[src/rtl/cmb_pkg.sv]
package cmb_pkg;
  localparam logic [31:0] ID_WORD   = 32'h411A3001;
  localparam logic [31:0] STAT_WORD = 32'h00100000;
  localparam logic [15:0] UNLOCK    = 16'hA05F;
  localparam logic [31:0] OSC_RST   = 32'h01000048;
  localparam logic [31:0] AUX_RST   = 32'h0007FEFF;
  localparam logic [31:0] SDR_BASE  = 32'h00011122;
  localparam logic [31:0] INIT_RST  = 32'h00000112;

  localparam logic [6:0] W_ID    = 7'd0;
  localparam logic [6:0] W_PROC  = 7'd1;
  localparam logic [6:0] W_OSC   = 7'd2;
  localparam logic [6:0] W_CTRL  = 7'd3;
  localparam logic [6:0] W_STAT  = 7'd4;
  localparam logic [6:0] W_LOCK  = 7'd5;
  localparam logic [6:0] W_AUX   = 7'd7;
  localparam logic [6:0] W_SDR   = 7'd8;
  localparam logic [6:0] W_INIT  = 7'd9;
  localparam logic [6:0] W_FLS   = 7'd12;
  localparam logic [6:0] W_FLC   = 7'd13;
  localparam logic [6:0] W_NVS   = 7'd14;
  localparam logic [6:0] W_NVC   = 7'd15;
  localparam logic [6:0] W_IMSK  = 7'd16;
  localparam logic [6:0] W_IRAW  = 7'd17;
  localparam logic [6:0] W_IENS  = 7'd18;
  localparam logic [6:0] W_IENC  = 7'd19;
  localparam logic [6:0] W_SWS   = 7'd20;
  localparam logic [6:0] W_SWC   = 7'd21;

  function automatic logic [31:0] sdr_code(input int mb);
    if (mb >= 256)     return 32'h10;
    else if (mb >= 128) return 32'h0C;
    else if (mb >= 64)  return 32'h08;
    else if (mb >= 32)  return 32'h04;
    else                return 32'h00;
  endfunction

  function automatic logic [7:0] size_byte(input int mb);
    if (mb >= 256)     return 8'd64;
    else if (mb >= 128) return 8'd32;
    else if (mb >= 64)  return 8'd16;
    else if (mb >= 32)  return 8'd4;
    else                return 8'd2;
  endfunction
endpackage

[src/rtl/cmb_spd_rom.sv]
module cmb_spd_rom
  import cmb_pkg::*;
#(
  parameter int MEM_MB = 128
) (
  input  logic [4:0] idx,
  output logic [7:0] dout
);
  localparam logic [7:0] LAST = size_byte(MEM_MB);

  always_comb begin
    case (idx)
      5'd0:  dout = 8'd128;
      5'd1:  dout = 8'd8;
      5'd2:  dout = 8'd4;
      5'd3:  dout = 8'd11;
      5'd4:  dout = 8'd9;
      5'd5:  dout = 8'd1;
      5'd6:  dout = 8'd64;
      5'd8:  dout = 8'd2;
      5'd9:  dout = 8'hA0;
      5'd10: dout = 8'hA0;
      5'd13: dout = 8'd8;
      5'd15: dout = 8'd1;
      5'd16: dout = 8'h0E;
      5'd17: dout = 8'd4;
      5'd18: dout = 8'h1C;
      5'd19: dout = 8'd1;
      5'd20: dout = 8'd2;
      5'd21: dout = 8'h20;
      5'd22: dout = 8'hC0;
      5'd27: dout = 8'h30;
      5'd28: dout = 8'h28;
      5'd29: dout = 8'h30;
      5'd30: dout = 8'h28;
      5'd31: dout = LAST;
      default: dout = 8'd0;
    endcase
  end
endmodule

[src/rtl/cmb_irq.sv]
module cmb_irq
  import cmb_pkg::*;
#(
  parameter int DW = 32
) (
  input  logic          clk,
  input  logic          rst_n,
  input  logic          wr_en,
  input  logic [6:0]    wr_word,
  input  logic [DW-1:0] wdata,
  output logic [DW-1:0] enable,
  output logic          raw0,
  output logic          irq
);
  always_ff @(posedge clk) begin
    if (!rst_n) begin
      enable <= '0;
      raw0   <= 1'b0;
    end else if (wr_en) begin
      case (wr_word)
        W_IENS: enable <= enable | wdata;
        W_IENC: enable <= enable & ~wdata;
        W_SWS:  if (wdata[0]) raw0 <= 1'b1;
        W_SWC:  if (wdata[0]) raw0 <= 1'b0;
        default: ;
      endcase
    end
  end

  assign irq = raw0 & enable[0];

  assert_irq_on_R8: assert property (@(posedge clk) disable iff (!rst_n)
    (wr_en && wr_word == W_SWS && wdata[0] && enable[0]) |=> irq);
  assert_irq_off_R8: assert property (@(posedge clk) disable iff (!rst_n)
    (wr_en && wr_word == W_SWC && wdata[0]) |=> !irq);
endmodule

[src/rtl/cmb_regs.sv]
module cmb_regs
  import cmb_pkg::*;
#(
  parameter int DW     = 32,
  parameter int MEM_MB = 128
) (
  input  logic          clk,
  input  logic          rst_n,
  input  logic          wr_en,
  input  logic [6:0]    wr_word,
  input  logic [DW-1:0] wdata,
  output logic [DW-1:0] osc,
  output logic [DW-1:0] aux,
  output logic [15:0]   key,
  output logic [DW-1:0] sdram,
  output logic [DW-1:0] init,
  output logic [DW-1:0] flags,
  output logic [DW-1:0] nvflags,
  output logic          remap
);
  localparam logic [DW-1:0] SDR_RST  = DW'(SDR_BASE | sdr_code(MEM_MB));
  localparam logic [DW-1:0] CTL_MASK = DW'(5);

  logic unlocked;
  assign unlocked = (key == UNLOCK);

  always_ff @(posedge clk) begin
    if (!rst_n) begin
      osc     <= DW'(OSC_RST);
      aux     <= DW'(AUX_RST);
      key     <= '0;
      sdram   <= SDR_RST;
      init    <= DW'(INIT_RST);
      flags   <= '0;
      nvflags <= '0;
      remap   <= 1'b0;
    end else if (wr_en) begin
      case (wr_word)
        W_OSC:  if (unlocked) osc <= wdata;
        W_AUX:  if (unlocked) aux <= wdata;
        W_LOCK: key <= wdata[15:0];
        W_SDR:  sdram <= wdata;
        W_INIT: init <= wdata;
        W_CTRL: begin
          if (init[2] != wdata[2]) remap <= ~remap;
          init <= (init & ~CTL_MASK) | (wdata ^ CTL_MASK);
        end
        W_FLS:  flags <= flags | wdata;
        W_FLC:  flags <= flags & ~wdata;
        W_NVS:  nvflags <= nvflags | wdata;
        W_NVC:  nvflags <= nvflags & ~wdata;
        default: ;
      endcase
    end
  end

  assert_lock_gate_R4: assert property (@(posedge clk) disable iff (!rst_n)
    (wr_en && (wr_word == W_OSC || wr_word == W_AUX) && key != UNLOCK)
      |=> (osc == $past(osc) && aux == $past(aux)));
  assert_remap_flip_R9: assert property (@(posedge clk) disable iff (!rst_n)
    (wr_en && wr_word == W_CTRL && (init[2] != wdata[2])) |=> remap != $past(remap));
  assert_flag_clear_R6: assert property (@(posedge clk) disable iff (!rst_n)
    (wr_en && wr_word == W_FLC) |=> (flags & $past(wdata)) == '0);
endmodule

[src/rtl/cmb_bank.sv]
module cmb_bank
  import cmb_pkg::*;
#(
  parameter int ADDR_W = 12,
  parameter int MEM_MB = 128
) (
  input  logic              clk,
  input  logic              rst_n,
  input  logic              req_valid,
  output logic              req_ready,
  input  logic              req_write,
  input  logic [ADDR_W-1:0] req_addr,
  input  logic [31:0]       req_wdata,
  output logic              rsp_valid,
  input  logic              rsp_ready,
  output logic [31:0]       rsp_data,
  output logic              irq,
  output logic              remap
);
  localparam int DW = 32;

  logic       in_range, accept, wr_en;
  logic [6:0] word;
  logic [1:0] unused_lsb;
  logic [DW-1:0] osc, aux, sdram, init, flags, nvflags, enable, rd_val;
  logic [15:0] key;
  logic raw0;
  logic [7:0] spd_byte;

  assign unused_lsb = req_addr[1:0];
  assign word      = req_addr[8:2];
  assign in_range  = (req_addr >> 9) == '0;
  assign req_ready = !rsp_valid || rsp_ready;
  assign accept    = req_valid && req_ready;
  assign wr_en     = accept && req_write && in_range;

  cmb_regs #(.DW(DW), .MEM_MB(MEM_MB)) u_regs (
    .clk(clk), .rst_n(rst_n), .wr_en(wr_en), .wr_word(word), .wdata(req_wdata),
    .osc(osc), .aux(aux), .key(key), .sdram(sdram), .init(init),
    .flags(flags), .nvflags(nvflags), .remap(remap)
  );

  cmb_irq #(.DW(DW)) u_irq (
    .clk(clk), .rst_n(rst_n), .wr_en(wr_en), .wr_word(word), .wdata(req_wdata),
    .enable(enable), .raw0(raw0), .irq(irq)
  );

  cmb_spd_rom #(.MEM_MB(MEM_MB)) u_spd (.idx(word[4:0]), .dout(spd_byte));

  always_comb begin
    rd_val = '0;
    if (in_range) begin
      if (word[6]) begin
        if (!word[5]) rd_val = {24'd0, spd_byte};
      end else begin
        case (word)
          W_ID:   rd_val = ID_WORD;
          W_OSC:  rd_val = osc;
          W_STAT: rd_val = STAT_WORD;
          W_LOCK: rd_val = (key == UNLOCK) ? 32'h0001A05F : {16'd0, key};
          W_AUX:  rd_val = aux;
          W_SDR:  rd_val = sdram;
          W_INIT: rd_val = init;
          W_FLS:  rd_val = flags;
          W_NVS:  rd_val = nvflags;
          W_IMSK: rd_val = {31'd0, raw0} & enable;
          W_IRAW: rd_val = {31'd0, raw0};
          W_IENS: rd_val = enable;
          W_SWS:  rd_val = {31'd0, raw0};
          default: rd_val = '0;
        endcase
      end
    end
  end

  always_ff @(posedge clk) begin
    if (!rst_n) begin
      rsp_valid <= 1'b0;
      rsp_data  <= '0;
    end else if (accept && !req_write) begin
      rsp_valid <= 1'b1;
      rsp_data  <= rd_val;
    end else if (rsp_ready) begin
      rsp_valid <= 1'b0;
    end
  end

  assert_rsp_hold_R1: assert property (@(posedge clk) disable iff (!rst_n)
    (rsp_valid && !rsp_ready) |=> (rsp_valid && $stable(rsp_data)));
  assert_rsp_follows_R1: assert property (@(posedge clk) disable iff (!rst_n)
    (accept && !req_write) |=> rsp_valid);
endmodule

[config.mk]
export PLATFORM = sky130hd
export DESIGN_NAME = cmb_bank
export DESIGN_NICKNAME = d
export VERILOG_FILES = /design/src/rtl/cmb_pkg.sv /design/src/rtl/cmb_spd_rom.sv /design/src/rtl/cmb_irq.sv /design/src/rtl/cmb_regs.sv /design/src/rtl/cmb_bank.sv
export SDC_FILE = /design/constraint.sdc
export NUM_CORES = 1
export LEC_CHECK = 0
export BUFFER_PORTS_ARGS = -buffer_cell sky130_fd_sc_hd__buf_2
export CAP_MARGIN = 10
export CORE_ASPECT_RATIO = 1.2
export CORE_MARGIN = 2
export CORE_UTILIZATION = 45
export CTS_BUF_LIST = sky130_fd_sc_hd__clkbuf_4 sky130_fd_sc_hd__clkbuf_8
export DETAILED_ROUTE_END_ITERATION = 12
export PLACE_DENSITY = 0.69
export RECOVER_POWER = 50
export SYNTH_ARGS = -nofsm -noshare
export SYNTH_HDL_FRONTEND = slang
export SYNTH_SLANG_ARGS = --single-unit
[constraint.sdc]
create_clock -name clk -period 5 [get_ports clk]
set_input_delay 1 -clock clk [delete_from_list [all_inputs] [get_ports clk]]
set_output_delay 1 -clock clk [all_outputs]
set_load 0.02 [all_outputs]
### Yosys cells after proc, flatten, opt, wreduce, memory -nomap -nowiden

Memories as Yosys holds them, arrays and structs flattened.
Index checks and enable logic that the tools add are counted.

* equal/unequal tests: 21
* multiplexer cells: 14
* bitwise operators: 12
* reductions and logical operators: 26

Operator list (count)
* $pmux W32 S12: 1
* $pmux W32 S2: 4
* $or A32 B32 Y32: 4
* $and A32 B32 Y32: 3
* $mux W32: 2
* $eq A7 B4 Y1 const B: 6
* $eq A7 B5 Y1 const B: 6
* $and A1 B32 Y32: 1
* $not A32 Y32: 1
* $eq A7 B3 Y1 const B: 3
* $mux W17: 1
* $eq A16 B16 Y1 const B: 1
* $eq A7 B2 Y1 const B: 2
* $logic_not A12 Y1: 1
* $reduce_and A2 Y1: 6
* $reduce_bool A2 Y1: 6
* $reduce_and A3 Y1: 3
* $mux W8: 1
* $logic_not A7 Y1: 1
* $logic_and A1 B1 Y1: 4
* $mux W1: 4
* $ne A2 B2 Y1 const B: 2
* $reduce_and A4 Y1: 1
* $logic_not A1 Y1: 2
* other kinds (7): 7

* register bits after elaboration: 275
* ROM bits: 256
* input bits: 49
* output and inout bits: 36
* word-level logic and storage cells: 86
* memories: 1

Memories
* (no name shown): words 32, width 8, read ports 1, clocked after Yosys merged registers in 0, wr ports 0, line cmb_spd_rom.sv:12 `case (idx)`

### Longest topological paths before layout

Gate-level depths: netlist of run 1.

* word-level depth: 6
* gate-level depth with buffers: 11
* mapped depth without buffers: 7

### Modules after synthesis

A second synthesis of run 1 with hierarchy kept.

* cells, all modules: 1473
* area, all modules: 13300.3 um^2

By module, submodules not included
* cmb_regs: times used 1, cells an instance 835, area an instance 7866.3 um^2, sequential area each 4184.0 um^2
* cmb_bank: times used 1, cells an instance 471, area an instance 3517.1 um^2, sequential area each 660.6 um^2
* cmb_irq: times used 1, cells an instance 127, area an instance 1622.8 um^2, sequential area each 660.6 um^2
* cmb_spd_rom: times used 1, cells an instance 40, area an instance 294.0 um^2, sequential area each 0.0 um^2

### Worst setup path after synthesis of run 1

Ideal clock, no wire load.

* path type: in2reg
* start: input req_addr[3]
* end: register rsp_data[4]
* setup time: 117 ps
* data arrival time: 2553 ps
* data required time: 4883 ps
* path slack: 2331 ps
* stages on the path: 10
* buffers on the path: 3
* path through: inv_1 ha_1 buf_2 nor4b_2 and2_1 buf_4 buf_2 a222oi_1 nand3_1 a22o_1

* word-level cells in the longest chain between the ends: 5
* elaborated cells between the ends (all ways): 19
* those cells by class: eq/ne (12); mux (4); reduce/logical (2); memory (1)

Ends and longest elaborated chain
* start, declared: line cmb_bank.sv:12 `input logic [ADDR_W-1:0] req_addr,`
* parallel branches: the longest is 3 deep, another holds $mem_v2 Z32 W8
* $mux W32 (*): line cmb_bank.sv:53 `if (word[6]) begin`
* $mux W32 (*): line cmb_bank.sv:52 `if (in_range) begin`
* end signal, assigned: line cmb_bank.sv:82 `rsp_data <= rd_val;`
* end, declared: line cmb_bank.sv:16 `output logic [31:0] rsp_data,`

Every way passes the cells marked *.
A chain may end at the register's enable or synchronous reset.

### Worst setup path in the final report of run 1

* start: input req_addr[2]
* end: register rsp_data[14]

* word-level cells in the longest chain between the ends: 5
* elaborated cells between the ends (all ways): 17
* those cells by class: eq/ne (12); mux (3); reduce/logical (2)

Ends and longest elaborated chain
* $eq A7 B5 Y1: line cmb_bank.sv:56 `case (word)`
* $reduce_or A2 Y1 (no source line)
* $pmux W32 S12 (*): line cmb_bank.sv:56
* $mux W32 (*): line cmb_bank.sv:53
* $mux W32 (*): line cmb_bank.sv:52

Every way passes the cells marked *; elsewhere a longest branch is shown, timed or not.

==> impl_metrics.ini, run 1 <==
[sta]
max_slew.worst_pin.slew_ns = 2.01
tns_ns = 0
fin_crit_sh_pct = 83.8
relSlewSlack_pct = -33.8
setup_viol = 0
slew_viol_final = 53
period_minus_slack_ns = 4.19
clock_skew_ns = 0.0174
hold_viol = 0
rsz0062_at_grt = no
fmax_mhz = 239

[routing]
firstDrtPassIters = 8
wl_per_cell_microns = 21.5
wl_microns = 36600
postRouteAntennaNets = 0
drtIter0Drc = 923
drc = 0
drt-vias-per-instance = 6.09
dr_total_vias = 10400

[yosys]
synth-async-reset-ratio_pct = 0
synthFlopType = dfxtp_1
ys_seq_area_share_pct = 45.9
synth.distinct_cells = 65
ys_ff_latch = 275
syn_area_sq_um = 12000
yosysTopAreaCell = dfxtp_1
synthTopCellsByArea = dfxtp_1 46%, mux2i_1 8.3%, nand2_1 7.2%
yosysMostFrequentCell = dfxtp_1
yosys-top-cells-count = 275 x dfxtp_1, 231 x nand2_1, 121 x a21oi_1, 99 x mux2i_1, 98 x a22oi_1
yosysWarnings = 0
yosys.area.top_type_share_pct = 45.9
synth_edf_count = 0
syn-instance-count = 1346
synth_area_per_cell_sq_um = 8.91
syn_nets = 1400

[cts]
cts_buffers = 43
hold_buffers = 0
clock_sinks = 275
cts_buffer_depth = 3
clk_pin_slew_worst_paths_ns = 0.06
cts.repair.resized = 0
cts_tree = done
cts_max_level = 2
post_cts_buffers = 0
cts_root_buf = clkbuf_8
clk_latency_ns = 0.57

[grt]
grt_pass1_wl_microns = 56700
grt_max_degree = 113
grt-ovfl-total = 0
grt_pass1_vias = 10100
antenna_found_initial = 4
grt_usage_pct = 25.3

[layout]
nNetsFinal = 1398
postLayoutCoreUtil_pct = 49.9
nFillCells = 2473
final_layout_size_suffix_gt1_share_pct = 11.3
seq_area_sq_um = 5510
syn2layout_area_growth_pct = 9.17
multi_input_area_sq_um = 5720

[job]
cap_violations = 3

[power]
p_leak_nw = 4.92
comb_power_share_pct = 4.4
p_sw_mw = 1.01
p_clk_share_pct = 43.9
p_int_mw = 3.23
p_sw_share_pct = 23.8
ir_worst_vdd_mv = 0.196
seq_power_share_pct = 51.7
power.density_nw_per_um2 = 324

[place]
numPortBuffers = 82
dpl.hpwl_microns = 21400
place_congestion = 0.850

[setup_path]
crit_arrival_ns = 4.65
crit_fanout = 27
endpoint_kind = flip-flop
crit_required_ns = 5.46
crit_type = in2reg
start_kind = input port

[die]
die-area_sq_um = 28000
die_w_microns = 153
initial_core_util_pct = 45.7
pin_count = 85
fp-row-count = 65
fp.coreArea_sq_um = 26300
die_h_microns = 183

[status]
violations = max-capacitance violations, max-slew violations
status = finished with violations

[hold_path]
min_path_type = reg2reg
-- critical path: stages --
cell and delay, ns:
clkbuf_1 0.13, inv_1 0.10, ha_1 0.38, nor4b_1 1.59
and2_0 0.35, buf_4 0.47, a22oi_1 0.16, and3_1 0.21
a221oi_1 0.24
-- final cells by class --
type	count	share of cell area, %
diodes	3	0.0573
multi-input cells	911	43.6
clock inverters	4	0.258
clock buffers	65	5.97
well taps	335	3.20
inverters	4	0.153
repair buffers	109	4.68
flip-flops and latches	275	42.0
-- metal layers --
metal,up-vias,GRT usage (%),share of wire [%]
met5,-,0,0.019
met4,2,13.2,4.1
met3,97,3.90,6.7
met2,431,42.6,49
met1,4984,31.2,41
li1,4881,-,-
-- cell usage in the layout, fill, tap and decap left out, drive strengths merged, types with 3 or more instances in the layout --
cell      n
dfxtp   275
nand2   231
a21oi   122
clkbuf  103
mux2i    99
a22oi    98
nor2     83
buf      71
a311oi   63
o21ai    27
nand3    20
a221oi   16
and4     15
and2     15
and3     14
a22o     13
a222oi   12
nor2b     7
inv       7
a211oi    6
nand4     6
nor3      5
a221o     5
ha        5
nor4      5
diode     3
nand2b    3
nor4b     3
xor2      3
o211ai    3
nor3b     3
-- kinds of logic (layout without fill, tap and decap cells) --
group | after synthesis | after routing | synth area share, %
adders and majority gates | 5 | 5 | 0.521
AOI/OAI and AO/OA | 382 | 382 | 22.2
and+or+nand+nor | 420 | 420 | 16.4
DFF | 275 | 275 | 45.9
other | 0 | 3 | 0
buffers and inverters | 160 | 182 | 6.30
xor gates and xnor gates | 5 | 5 | 0.365
muxes | 99 | 99 | 8.26
-- per-stage QoR --
step / power [mW] / hold WS, ns / setup WS [ns] / cells / instance area [sq um]
after detailed placement: 2.43 / 0.437 / 1.26 / 1634 / 12400
after global routing: 4.37 / 0.470 / 0.875 / 1706 / 13100
after global placement: 2.42 / 0.431 / 1.28 / 1634 / 12400
after CTS: 4.27 / 0.451 / 1.86 / 1703 / 13200
after floorplan: 2.36 / 0.434 / 2.33 / 1346 / 12000
final: 4.24 / 0.452 / 0.813 / 1706 / 13100
-- power by group through the flow --
stage	registers, mW	logic [mW]	clock network [mW]
6_report	2.19	0.186	1.86
5_1_grt	2.19	0.198	1.98
4_1_cts	2.19	0.185	1.89
3_5_place_dp	2.24	0.184	0
3_3_place_gp	2.24	0.183	0
2_1_floorplan	2.24	0.121	0
-- final timing paths --
path	from	endpoint	slack, ns	cells after the start
worst min register to register	rsp_data[28]$_SDFFE_PN0P_	rsp_data[28]$_SDFFE_PN0P_	0.45	2
worst max-delay path	req_addr[2]	rsp_data[14]$_SDFFE_PN0P_	0.81	9
worst max register to register	rsp_valid$_SDFFE_PN0P_	flip-flop	2.12	6
worst min-delay path	rsp_data[28]$_SDFFE_PN0P_	rsp_data[28]$_SDFFE_PN0P_	0.45	2
No activity file was read; power rests on OpenSTA's default activity.
==> inputs of run 2 (changes only) <==
==> constraint.sdc (replaced) <==
create_clock -name clk -period 4.1 [get_ports clk]
set_input_delay 0.82 -clock clk [delete_from_list [all_inputs] [get_ports clk]]
set_output_delay 0.82 -clock clk [all_outputs]
set_load 0.02 [all_outputs]
==> impl_metrics.ini, run 2 (synthesis results as in run 1) <==
[die]
die_w_microns = 153
pin_count = 85
initial_core_util_pct = 45.7
fp.coreArea_sq_um = 26300
fp-row-count = 65
die-area_sq_um = 28000
die_h_microns = 183

[grt]
grt_max_degree = 125
grt_pass1_vias = 9956
antenna_found_initial = 2
grt_pass1_wl_microns = 56800
grt-ovfl-total = 0
grt_usage_pct = 25.4

[cts]
cts_tree = done
cts_buffer_depth = 3
cts.repair.resized = 0
post_cts_buffers = 0
clock_sinks = 275
cts_buffers = 44
clk_latency_ns = 0.58
hold_buffers = 0
cts_max_level = 2
cts_root_buf = clkbuf_8
clk_pin_slew_worst_paths_ns = 0.06

[routing]
postRouteAntennaNets = 0
wl_microns = 36700
firstDrtPassIters = 6
dr_total_vias = 10500
wl_per_cell_microns = 21.2
drc = 0
drtIter0Drc = 973
drt-vias-per-instance = 6.09

[power]
power.density_nw_per_um2 = 403
ir_worst_vdd_mv = 0.232
p_int_mw = 4.04
p_clk_share_pct = 45.7
seq_power_share_pct = 49.9
p_sw_mw = 1.31
comb_power_share_pct = 4.4
p_leak_nw = 5.02
p_sw_share_pct = 24.5

[place]
place_congestion = 0.845
numPortBuffers = 82
pre_cts_slack_ns = 0.657
dpl.hpwl_microns = 22200

[setup_path]
critPathMaxStageDelay_ns = 0.89
timing.rr.start = rsp_valid$_SDFFE_PN0P_
crit_path_frequent_cell = clkbuf_1
endpoint_kind = flip-flop
cp_num_buf_inv = 2
crit_chain = clkbuf_1 > ha_1 > nor4b_4 > and2_1 > o21a_2 > clkbuf_1 > a21oi_1 > a311oi_1
crit_fanout = 24
rr_worst_depth = 7
crit_type = in2reg
slowest_stage = clkbuf_1
start_kind = input port
crit_required_ns = 4.58
crit_family = buffers and inverters
rrSetupSlack_ns = 1.50
crit_arrival_ns = 3.83

[layout]
layout_common_cells = 275 x dfxtp_1, 231 x nand2_1, 120 x a21oi_1
final_layout_size_suffix_gt1_share_pct = 12.6
syn2layout_area_growth_pct = 10.9
nNetsFinal = 1415
final_common_cell = dfxtp_1
nFillCells = 2521

[hold_path]
min_path_cells = 2
min_path_type = reg2reg
min_from = u_regs.sdram[7]$_SDFFE_PN0P_
min_to = u_regs.sdram[7]$_SDFFE_PN0P_

[sta]
setup_viol = 0
slew_viol_final = 0
max_slew.worst_pin.slew_ns = 1.32
fmax_mhz = 298
relSlewSlack_pct = 11.9
clock_skew_ns = 0.0426
period_minus_slack_ns = 3.35
finalWorstSetupSlack_ns = 0.749
fin_crit_sh_pct = 81.7
hold_viol = 0
tns_ns = 0
rsz0062_at_grt = no

[job]
cap_violations = 0

[status]
status = finished, final reports clean
-- run 2: cell count changes in the layout (fill, tap and decap cells not counted), moves of 2 or more --
| cell | delta |
|---|---|
| clkbuf_8 | +3 |
| inv_6 | -2 |
| clkbuf_1 | +7 |
| clkinv_2 | +10 |
| buf_4 | +10 |
| diode_2 | -2 |
| clkbuf_4 | -6 |
-- run 2: metal layers --
metal	part of all wire, %	track usage (%)	vias to the layer above
met3	6.8	4.32	116
li1	-	-	4930
met4	5.3	13.8	2
met1	40	31.5	5073
met5	0.035	0	-
met2	48	42.1	411
-- run 2: through the flow --
stage                     cells  hold slack, ns  power [mW]  util, %  instance area (sq um)
final                      1730           0.456        5.35     50.6                  13300
after global routing       1730           0.474        5.53     50.6                  13300
after CTS                  1729           0.458        5.39     51.0                  13400
after detailed placement   1650           0.443        2.96     47.5                  12500
after global placement     1650           0.435        2.96     47.5                  12500
after floorplan            1346           0.434        2.88        -                  12000
-- run 2: power by group through the flow --
stage               registers [mW]  logic, mW  clock network [mW]
floorplan                     2.73      0.147                   0
global placement              2.73      0.229                   0
detailed placement            2.73      0.230                   0
CTS                           2.67      0.232                2.48
global route                  2.67      0.248                2.61
finish                        2.67      0.233                2.45
-- run 2: final cells by class --
| type | instances | area (sq um) | area share (%) |
|---|---|---|---|
| inverter | 4 | 20.0 | 0.151 |
| multi-input combinational | 911 | 5740 | 43.2 |
| antenna | 1 | 2.50 | 0.0188 |
| timing repair buffer | 125 | 694 | 5.22 |
| clock buffer | 62 | 778 | 5.85 |
| clock inverter | 17 | 140 | 1.05 |
| tap | 335 | 419 | 3.15 |
| sequential | 275 | 5510 | 41.4 |
-- run 2: worst register-to-register path, stage by stage, from the launching register on --
cell and delay (ns):
dfxtp_1 0.31, nand2b_1 0.25, and3_1 0.21, buf_4 0.21, o21a_2 0.17, clkbuf_1 0.89, a21oi_1 0.17, a311oi_1 0.30
-- run 2: how the worst max path moves through the flow --
stage                      startpoint                        end  slack, ns  cells past startpoint
after floorplan           req_addr[3]   rsp_data[4]$_SDFFE_PN0P_       1.61                     10
after global placement    req_addr[2]  rsp_data[17]$_SDFFE_PN0P_       0.73                      8
after detailed placement  req_addr[2]   rsp_data[9]$_SDFFE_PN0P_       0.66                      8
after CTS                 req_addr[2]   rsp_data[9]$_SDFFE_PN0P_       1.24                      8
after global routing      req_addr[3]                  flip-flop       0.56                      8
final                     req_addr[3]                  flip-flop       0.75                      8
